===== config.mk =====
export PLATFORM = sky130hd
export DESIGN_NAME = burst_sram
export DESIGN_NICKNAME = d
export VERILOG_FILES = /design/src/rtl/bsram_pkg.sv /design/src/rtl/bsram_decode.sv /design/src/rtl/bsram_burst.sv /design/src/rtl/bsram_sleep.sv /design/src/rtl/bsram_mem.sv /design/src/rtl/burst_sram.sv
export SDC_FILE = /design/constraint.sdc
export NUM_CORES = 1
export LEC_CHECK = 0
export ABC_AREA = 1
export BUFFER_PORTS_ARGS = -buffer_cell sky130_fd_sc_hd__buf_2
export CAP_MARGIN = 40
export CORE_UTILIZATION = 25
export DETAILED_ROUTE_END_ITERATION = 16
export SLEW_MARGIN = 0
export SYNTH_ARGS = -nofsm -noshare
export SYNTH_HDL_FRONTEND = slang
export SYNTH_HIERARCHICAL = 1
export SYNTH_SLANG_ARGS = --single-unit

===== constraint.sdc =====
create_clock -name clk -period 4.3 [get_ports clk]
set_clock_uncertainty 0.15 [all_clocks]
set_input_delay 1.075 -clock clk [delete_from_list [all_inputs] [get_ports clk]]
set_output_delay 1.075 -clock clk [all_outputs]
set_load 0.02 [all_outputs]

===== src/rtl/bsram_pkg.sv =====
// Shared types for the burst SRAM model.
// Assumes a two-bit burst counter; the beat order is picked per cycle.
package bsram_pkg;

    typedef enum logic [1:0] {
        CYC_IDLE  = 2'd0,
        CYC_BEGIN = 2'd1,
        CYC_NEXT  = 2'd2,
        CYC_HOLD  = 2'd3
    } cyc_kind_t;

    // Low address bits of a beat, linear or interleaved.
    function automatic logic [1:0] beat_low(input logic [1:0] start,
                                            input logic [1:0] beat,
                                            input logic       xor_order);
        return xor_order ? (start ^ beat) : (start + beat);
    endfunction

endpackage


===== src/rtl/bsram_decode.sv =====
// Cycle decoder: turns sampled pin levels into one cycle kind plus a
// read/write flag and a byte-lane write mask.
// Assumes: down is the registered power-down state, burst_live says a burst runs.
module bsram_decode
    import bsram_pkg::*;
#(
    parameter int NB = 2
) (
    input  logic          sel_a_n,
    input  logic          sel_b,
    input  logic          sel_c_n,
    input  logic          cpu_strobe_n,
    input  logic          ctl_strobe_n,
    input  logic          burst_step_n,
    input  logic          wr_all_n,
    input  logic          byte_gate_n,
    input  logic [NB-1:0] byte_en_n,
    input  logic          down,
    input  logic          burst_live,
    output cyc_kind_t     kind,
    output logic          is_write,
    output logic [NB-1:0] lane_mask
);

    logic chip_on;
    logic wr_req;

    // Priority decode: sleep, processor strobe, controller strobe, burst.
    always_comb begin
        chip_on   = !sel_a_n && sel_b && !sel_c_n;
        wr_req    = !wr_all_n || (!byte_gate_n && (byte_en_n != {NB{1'b1}}));
        lane_mask = !wr_all_n ? {NB{1'b1}} : (!byte_gate_n ? ~byte_en_n : {NB{1'b0}});
        kind      = CYC_IDLE;
        is_write  = 1'b0;
        if (!down) begin
            if (!cpu_strobe_n && !sel_a_n) begin
                if (chip_on) begin
                    kind = CYC_BEGIN;
                end
            end else if (!ctl_strobe_n) begin
                if (chip_on) begin
                    kind     = CYC_BEGIN;
                    is_write = wr_req;
                end
            end else if (burst_live) begin
                kind     = burst_step_n ? CYC_HOLD : CYC_NEXT;
                is_write = wr_req;
            end
        end
    end

endmodule


===== src/rtl/bsram_burst.sv =====
// Burst address unit: holds the start address and beat counter, forms the
// access address of the current cycle and registers it for flow-through reads.
// Assumes order_xor is steady for the length of a burst.
module bsram_burst
    import bsram_pkg::*;
#(
    parameter int AW = 6
) (
    input  logic          clk,
    input  logic          rst_n,
    input  cyc_kind_t     kind,
    input  logic          is_write,
    input  logic [AW-1:0] addr_in,
    input  logic          xor_order,
    output logic [AW-1:0] acc_addr,
    output logic [AW-1:0] cur_addr,
    output logic          burst_live,
    output logic          read_live
);

    logic [AW-1:0] base_q;
    logic [1:0]    beat_q;
    logic [1:0]    beat_d;

    // Access address and next beat for this cycle.
    always_comb begin
        beat_d   = beat_q;
        acc_addr = cur_addr;
        case (kind)
            CYC_BEGIN: begin
                beat_d   = 2'd0;
                acc_addr = addr_in;
            end
            CYC_NEXT: begin
                beat_d   = beat_q + 2'd1;
                acc_addr = {base_q[AW-1:2], beat_low(base_q[1:0], beat_d, xor_order)};
            end
            default: begin
            end
        endcase
    end

    // Burst state registers.
    always_ff @(posedge clk) begin
        if (!rst_n) begin
            base_q     <= '0;
            beat_q     <= 2'd0;
            cur_addr   <= '0;
            burst_live <= 1'b0;
            read_live  <= 1'b0;
        end else begin
            if (kind == CYC_BEGIN) begin
                base_q <= addr_in;
            end
            beat_q <= beat_d;
            if (kind != CYC_IDLE) begin
                cur_addr <= acc_addr;
            end
            burst_live <= (kind != CYC_IDLE);
            read_live  <= (kind != CYC_IDLE) && !is_write;
        end
    end

    AST_NEXT_MOVES: assert property (@(posedge clk) disable iff (!rst_n)
        (kind == CYC_NEXT) |=> (cur_addr[1:0] != $past(cur_addr[1:0])));
    AST_HOLD_STAYS: assert property (@(posedge clk) disable iff (!rst_n)
        (kind == CYC_HOLD) |=> (cur_addr == $past(cur_addr)));
    AST_STEP_NEEDS_BURST: assert property (@(posedge clk) disable iff (!rst_n)
        (kind == CYC_NEXT || kind == CYC_HOLD) |-> burst_live);

endmodule


===== src/rtl/bsram_sleep.sv =====
// Power-down sequencer: enters after two consecutive high samples of the
// sleep request and leaves after two consecutive low samples.
// Assumes the request is synchronous to clk.
module bsram_sleep (
    input  logic clk,
    input  logic rst_n,
    input  logic sleep,
    output logic down
);

    logic seen_q;

    // Track the last sample and switch the power state on two agreeing samples.
    always_ff @(posedge clk) begin
        if (!rst_n) begin
            seen_q <= 1'b0;
            down   <= 1'b0;
        end else begin
            seen_q <= sleep;
            if (seen_q && sleep) begin
                down <= 1'b1;
            end else if (!seen_q && !sleep) begin
                down <= 1'b0;
            end
        end
    end

    AST_ENTRY_TWO: assert property (@(posedge clk) disable iff (!rst_n)
        $rose(down) |-> ($past(sleep) && $past(sleep, 2)));
    AST_EXIT_TWO: assert property (@(posedge clk) disable iff (!rst_n)
        $fell(down) |-> (!$past(sleep) && !$past(sleep, 2)));

endmodule


===== src/rtl/bsram_mem.sv =====
// Storage array split into byte lanes, one array per lane.
// Writes land at the clock edge; the read is combinational.
// Assumes no reset of contents.
module bsram_mem #(
    parameter int AW = 6,
    parameter int NB = 2,
    parameter int BW = 8
) (
    input  logic             clk,
    input  logic             we,
    input  logic [NB-1:0]    lane_mask,
    input  logic [AW-1:0]    waddr,
    input  logic [NB*BW-1:0] wdata,
    input  logic [AW-1:0]    raddr,
    output logic [NB*BW-1:0] rdata
);

    localparam int DEPTH = 1 << AW;

    for (genvar b = 0; b < NB; b++) begin : g_lane
        logic [BW-1:0] lane [DEPTH];

        // Lane write under its own mask bit.
        always_ff @(posedge clk) begin
            if (we && lane_mask[b]) begin
                lane[waddr] <= wdata[b*BW +: BW];
            end
        end

        assign rdata[b*BW +: BW] = lane[raddr];
    end

endmodule


===== src/rtl/burst_sram.sv =====
// Top of the burst SRAM model: decoder, burst unit, sleep sequencer and
// array, plus the bus-drive gating by the asynchronous output enable.
// Assumes synchronous inputs apart from out_en_n.
module burst_sram
    import bsram_pkg::*;
#(
    parameter int AW = 6,
    parameter int NB = 2,
    parameter int BW = 8
) (
    input  logic             clk,
    input  logic             rst_n,
    input  logic             sel_a_n,
    input  logic             sel_b,
    input  logic             sel_c_n,
    input  logic             cpu_strobe_n,
    input  logic             ctl_strobe_n,
    input  logic             burst_step_n,
    input  logic             wr_all_n,
    input  logic             byte_gate_n,
    input  logic [NB-1:0]    byte_en_n,
    input  logic             out_en_n,
    input  logic             sleep,
    input  logic             order_xor,
    input  logic [AW-1:0]    addr,
    input  logic [NB*BW-1:0] wdata,
    output logic [NB*BW-1:0] rdata,
    output logic             rdata_drive
);

    cyc_kind_t     kind;
    logic          is_write;
    logic [NB-1:0] lane_mask;
    logic          down;
    logic          burst_live;
    logic          read_live;
    logic [AW-1:0] acc_addr;
    logic [AW-1:0] cur_addr;
    logic          mem_we;

    bsram_sleep u_sleep (
        .clk   (clk),
        .rst_n (rst_n),
        .sleep (sleep),
        .down  (down)
    );

    bsram_decode #(.NB(NB)) u_decode (
        .sel_a_n      (sel_a_n),
        .sel_b        (sel_b),
        .sel_c_n      (sel_c_n),
        .cpu_strobe_n (cpu_strobe_n),
        .ctl_strobe_n (ctl_strobe_n),
        .burst_step_n (burst_step_n),
        .wr_all_n     (wr_all_n),
        .byte_gate_n  (byte_gate_n),
        .byte_en_n    (byte_en_n),
        .down         (down),
        .burst_live   (burst_live),
        .kind         (kind),
        .is_write     (is_write),
        .lane_mask    (lane_mask)
    );

    bsram_burst #(.AW(AW)) u_burst (
        .clk        (clk),
        .rst_n      (rst_n),
        .kind       (kind),
        .is_write   (is_write),
        .addr_in    (addr),
        .xor_order  (order_xor),
        .acc_addr   (acc_addr),
        .cur_addr   (cur_addr),
        .burst_live (burst_live),
        .read_live  (read_live)
    );

    // Write strobe for the array: any non-idle write cycle.
    assign mem_we = (kind != CYC_IDLE) && is_write;

    bsram_mem #(.AW(AW), .NB(NB), .BW(BW)) u_mem (
        .clk       (clk),
        .we        (mem_we),
        .lane_mask (lane_mask),
        .waddr     (acc_addr),
        .wdata     (wdata),
        .raddr     (cur_addr),
        .rdata     (rdata)
    );

    // Bus drive: last cycle read, output enabled, device awake.
    assign rdata_drive = read_live && !out_en_n && !down;

    AST_CPU_STROBE_READS: assert property (@(posedge clk) disable iff (!rst_n)
        (!cpu_strobe_n && !sel_a_n) |-> !mem_we);
    AST_DESELECT_QUIET: assert property (@(posedge clk) disable iff (!rst_n)
        (((!cpu_strobe_n && !sel_a_n) || !ctl_strobe_n) && (sel_a_n || !sel_b || sel_c_n))
        |=> !rdata_drive);
    AST_WRITE_NO_DRIVE: assert property (@(posedge clk) disable iff (!rst_n)
        mem_we |=> !rdata_drive);
    AST_SLEEP_NO_WRITE: assert property (@(posedge clk) disable iff (!rst_n)
        down |-> !mem_we);

endmodule


Word level (Yosys, flattened, before mapping)
Memories as Yosys holds them, arrays and structs flattened. A register that Yosys moved wholly into a read port is not among the register bits.
Cells that the tools add are included.
Word-level totals
  flip-flop bits (word level): 18
  memory bits (writable): 1024
  bits of input ports: 37
  output and inout port bits: 17
  word-level logic and storage cells: 68
  memories kept: 2
Memories
  u_mem.g_lane[0].lane: words 64, bits a word 8, rd ports 1, clocked after Yosys merged registers in 1, write ports 1, line bsram_mem.sv:21  | logic [BW-1:0] lane [DEPTH];
  u_mem.g_lane[1].lane: words 64, bits a word 8, rd ports 1, clocked after Yosys merged registers in 1, write ports 1, line bsram_mem.sv:21
Operators by class
  add/subtract/negate cells: 2
  equal/unequal tests: 3
  multiplexer cells: 26
  bitwise operators: 2
  reduce and logical (&&, ||, !) cells: 26
Operators by type and width (count)
  two-way mux 6 bit: 4
  two-way mux 2 bit: 7
  two-way mux 1 bit: 13
  logical AND 1 bit: 12
  case mux 6 bit (2 select lines): 1
  logical NOT 1 bit: 10
  nonzero test 2 bit: 3
  case mux 2 bit (2 select lines): 1
  adder 2 x 1 -> 2 bit, second input constant: 1
  adder 2 bit: 1
  == test 2 x 1 -> 1 bit, second input constant: 1
  == test 2 bit, second input constant: 1
  != test 2 bit, second input constant: 1
  NOT 2 bit: 1
  bitwise XOR 2 bit: 1
  logical OR 1 bit: 1

Logic depth before layout (Yosys ltp)
  word-level depth: 12
  depth in mapped cells: 16
  gate-level depth less buffers: 16

Hierarchy
The synthesis kept the hierarchy.
By module, submodules not included
  bsram_mem: instances 1, cells each 3600, area an instance 42309.3 µm², seq. area each 30749.5 µm²
  bsram_burst: instances 1, cells each 108, area an instance 764.5 µm², seq. area each 320.3 µm²
  bsram_decode: instances 1, cells each 22, area an instance 97.6 µm², seq. area each 0.0 µm²
  bsram_sleep: instances 1, cells each 10, area an instance 81.3 µm², seq. area each 40.0 µm²
  burst_sram: instances 1, cells each 6, area an instance 25.0 µm², seq. area each 0.0 µm²

Worst setup path before layout
No wires, ideal clock.
  path type: input port to flip-flop
  start point: in sel_b
  end point: mem u_mem.g_lane[0].lane[27][0], enable pin
  library setup time: 0.383 ns
  arrival: 3.596 ns
  required time: 3.767 ns
  slack: 0.171 ns
  stages: 13
  path buffers: 2
  path through: inv_1 > nor2_1 > nand3_1 > a21oi_2 > inv_1 > ha_1 > inv_2 > a21oi_1 > a21oi_1 > clkbuf_1 > nand3_1 > clkbuf_1 > nor3_1
On the way
  elaborated cells between the ends (all ways): 18
  those cells by class: 2 x eq/ne; 11 x mux; 5 x reduce/logical
RTL lines
  start, declared: line burst_sram.sv:14  | input logic sel_b,
  logical AND 1 bit * (2 in a row): line bsram_decode.sv:30  | chip_on = !sel_a_n && sel_b && !sel_c_n;
  two-way mux 1 bit *: line bsram_decode.sv:37, bsram_decode.sv:41
  two-way mux 2 bit: line bsram_decode.sv:40  | end else if (!ctl_strobe_n) begin
  two-way mux 2 bit *: line bsram_decode.sv:36  | if (!cpu_strobe_n && !sel_a_n) begin
  two-way mux 2 bit *: line bsram_decode.sv:35  | if (!down) begin
  net kind[0]: line burst_sram.sv:31  | cyc_kind_t kind;
  == test 2 bit or == test 2 x 1 -> 1 bit (tied branches): line bsram_burst.sv:29  | case (kind)
  case mux 6 bit (2 select lines) *: line bsram_burst.sv:29
  net acc_addr[3]: line burst_sram.sv:37  | logic [AW-1:0] acc_addr;
  end, declared: line bsram_mem.sv:21
The timed path passes the listed nets; every way through them passes the cells marked *.

==> flow_metrics.env <==
export IMPL_grt_overflow=0
export IMPL_place_gp_congestion=0.867
export IMPL_ys_types=26
export IMPL_arrival_ns=2.97
export IMPL_routedWlPerCell_um=19.2
export IMPL_num_io_pins=54
export IMPL_syn_inst=3746
export IMPL_grt_pass1_vias=28113
export IMPL_synth_xor_area_share_pct=0
export IMPL_syn_area_per_cell_sq_um=11.6
export IMPL_synth_area_mux_share_pct=0
export IMPL_die_w_um=418
export IMPL_peakVddDrop_v=0.000329
export IMPL_synth_top_family_by_area="simple AND/OR/NAND/NOR gates"
export IMPL_synth_compound_area_share_pct=0.353
export IMPL_worst_pin_slew_ns=0.897
export IMPL_min_path_type="reg -> reg"
export IMPL_clkSinkCount=1042
export IMPL_p_leak_uw=0.0179
export IMPL_yosys_area_top_type="edfxtp_1"
export IMPL_start_util_pct=25.2
export IMPL_worstSetupPathType="reg -> out"
export IMPL_dieArea_sq_mm=0.175
export IMPL_setup_viol_count_final=0
export IMPL_synth_fa_ha_area_share_pct=0.145
export IMPL_period_share_pct=97.5
export IMPL_antenna_found_initial=6
export IMPL_ys_ff_latch=1042
export IMPL_port_buffers=53
export IMPL_mostFrequentLayoutCells="nand2_1, edfxtp_1, nand3_1"
export IMPL_required_ns=3.07
export IMPL_synthToLayoutAreaGrowth_pct=17.5
export IMPL_std_cell_rows=152
export IMPL_clk_path_buf_depth=3
export IMPL_hold_viol_final=0
export IMPL_clkTransAtPathRegs_ns=0.06
export IMPL_start_kind="flop"
export IMPL_p_total_uw=22400
export IMPL_htreeDepth=3
export IMPL_syn_num_nets=3788
export IMPL_clk_latency_ns=0.67
export IMPL_synth_top_area_share_pct=71.1
export IMPL_grtUsageTotal_pct=13.5
export IMPL_holdBufCountCts=0
export IMPL_ys_warn_count=6
export IMPL_drt_total_wl_um=121000
export IMPL_relSlewSlack_pct=40.2
export IMPL_via_count=29220
export IMPL_drc=0
export IMPL_slew_viol_final=0
export IMPL_ant_nets=0
export IMPL_clock_root_buffer="clkbuf_16"
export IMPL_fmax_ghz=0.239
export IMPL_p_per_area_mw_per_mm2=440
export IMPL_worstPathMaxFanout=94
export IMPL_synthSimpleGateAreaFrac_pct=23.7
export IMPL_grt_pass1_wl_um=179000
export IMPL_die_h_um=418
export IMPL_final_common_cell="nand2_1"
export IMPL_drive_above_1_share_pct=12.6
export IMPL_cts_tree="done"
export IMPL_period_needed_ns=4.19
export IMPL_hold_ws_ns=0.314
export IMPL_netlist_top_cells_area="edfxtp_1, nand2_1, nand3_1, buf_6, nor3_1"
export IMPL_synth_seq_area_share_pct=71.9
export IMPL_drt_initial_drc_count=3340
export IMPL_rsz0062_at_grt="false"
export IMPL_core_area_sq_mm=0.172
export IMPL_max_cap_viol_count=0
export IMPL_dpl_hpwl_um=73600
export IMPL_num_antenna_cells=0
export IMPL_status="finished clean"
export IMPL_cp_end_kind="output pin"
export IMPL_drt_vias_per_instance=4.63
export IMPL_grt_max_degree=130
export IMPL_syn_area_sq_mm=0.0433
export IMPL_cts_buffers=104
export IMPL_firstDrtPassIters=6
export IMPL_nNetsFinal=3958
## worst paths after layout
kind                       start                    endpoint  slack, ns  depth (start not counted)
min reg2reg    u_burst/base_q[5]           u_burst/base_q[5]       0.31                          2
min            u_burst/base_q[5]           u_burst/base_q[5]       0.31                          2
max          u_burst/cur_addr[1]                    rdata[1]       0.11                         10
max reg2reg   u_burst/burst_live  u_mem/g_lane[1].lane[6][2]       0.65                         18
## where the power goes
group,switching (uW),internal [uW]
clock,3860,5450
sequential,9.54,11200
combinational,1410,492
total,5280,17100
## critical path, stage by stage, from the launching register on
cell and delay, ns:
dfxtp_4 0.40, inv_12 0.36, buf_4 0.35, nand3_1 0.16
nand3_1 0.14, nand2_1 0.16, nand2_1 0.10, nand3_1 0.07
nand3_1 0.20, nand2_1 0.15, buf_2 0.20
## cells in the mapped netlist
library cell  instances
a21oi_1              11
a21oi_2               1
a31oi_1               1
buf_1                12
buf_2               116
buf_4                11
buf_6                59
buf_8                 1
clkbuf_1             47
dfxtp_1              18
edfxtp_1           1024
ha_1                  5
inv_1                26
inv_2                10
inv_8                 1
nand2_1            1350
nand2_2               2
nand3_1             876
nand3_2               1
nand3b_1              2
nor2_1               40
nor2_2                2
nor3_1              118
o211ai_2              3
o21ai_0               8
o21ai_1               1
## stage by stage
stage | cell area [sq um] | instances | setup TNS (ns) | util, % | setup slack (ns)
after floorplan | 43300 | 3746 | 0 | - | 0.171
after global placement | 46900 | 6079 | -53.34 | 27.3 | -0.220
after detailed placement | 47100 | 6109 | -30.85 | 27.4 | -0.193
after CTS | 50800 | 6312 | 0 | 29.6 | 0.0157
after global routing | 50900 | 6315 | 0 | 29.6 | 0.0107
final | 50900 | 6315 | 0 | 29.6 | 0.108
## cells by family after synthesis
group | count (synthesis)
AO/OA/AOI/OAI | 25
flip-flops | 1042
buffers and inverters | 283
AND/OR/NAND/NOR | 2391
adder cells (fa/ha/maj) | 5
## per-layer routing
layer / vias to the layer above / part of all wire (%) / GRT usage, %
met5: - / 0.016 / 0
met3: 186 / 8.0 / 1.93
li1: 13506 / - / -
met4: 2 / 3.2 / 4.88
met1: 14220 / 42 / 18.4
met2: 1306 / 47 / 21.8
## cell type report
cell class,count,area (sq um)
Timing Repair Buffer,309,2650
Clock inverter,75,828
Tap cell,2310,2890
Timing Repair inverter,1,8.76
Inverter,37,180
Fill cell,17355,121000
Sequential cell,1042,31100
Clock buffer,120,2680
Multi-Input combinational cell,2421,10500
## state kept, by name (all words and copies together) (netlist names)
signal,cells
u_burst/base_q,6
u_burst/beat_q,2
u_burst/burst_live,1
u_burst/cur_addr,6
u_burst/read_live,1
u_mem/g_lane.lane,1024
u_sleep/down,1
u_sleep/seen_q,1
## timing repair
item                       4_1_cts  5_1_grt
gates cloned                     2        2
setup buffers                    6        0
resized for setup               14        7
setup endpoints to repair       16       15
pin swaps                        0        0
Note: power is estimated with default switching activity, not from simulation.
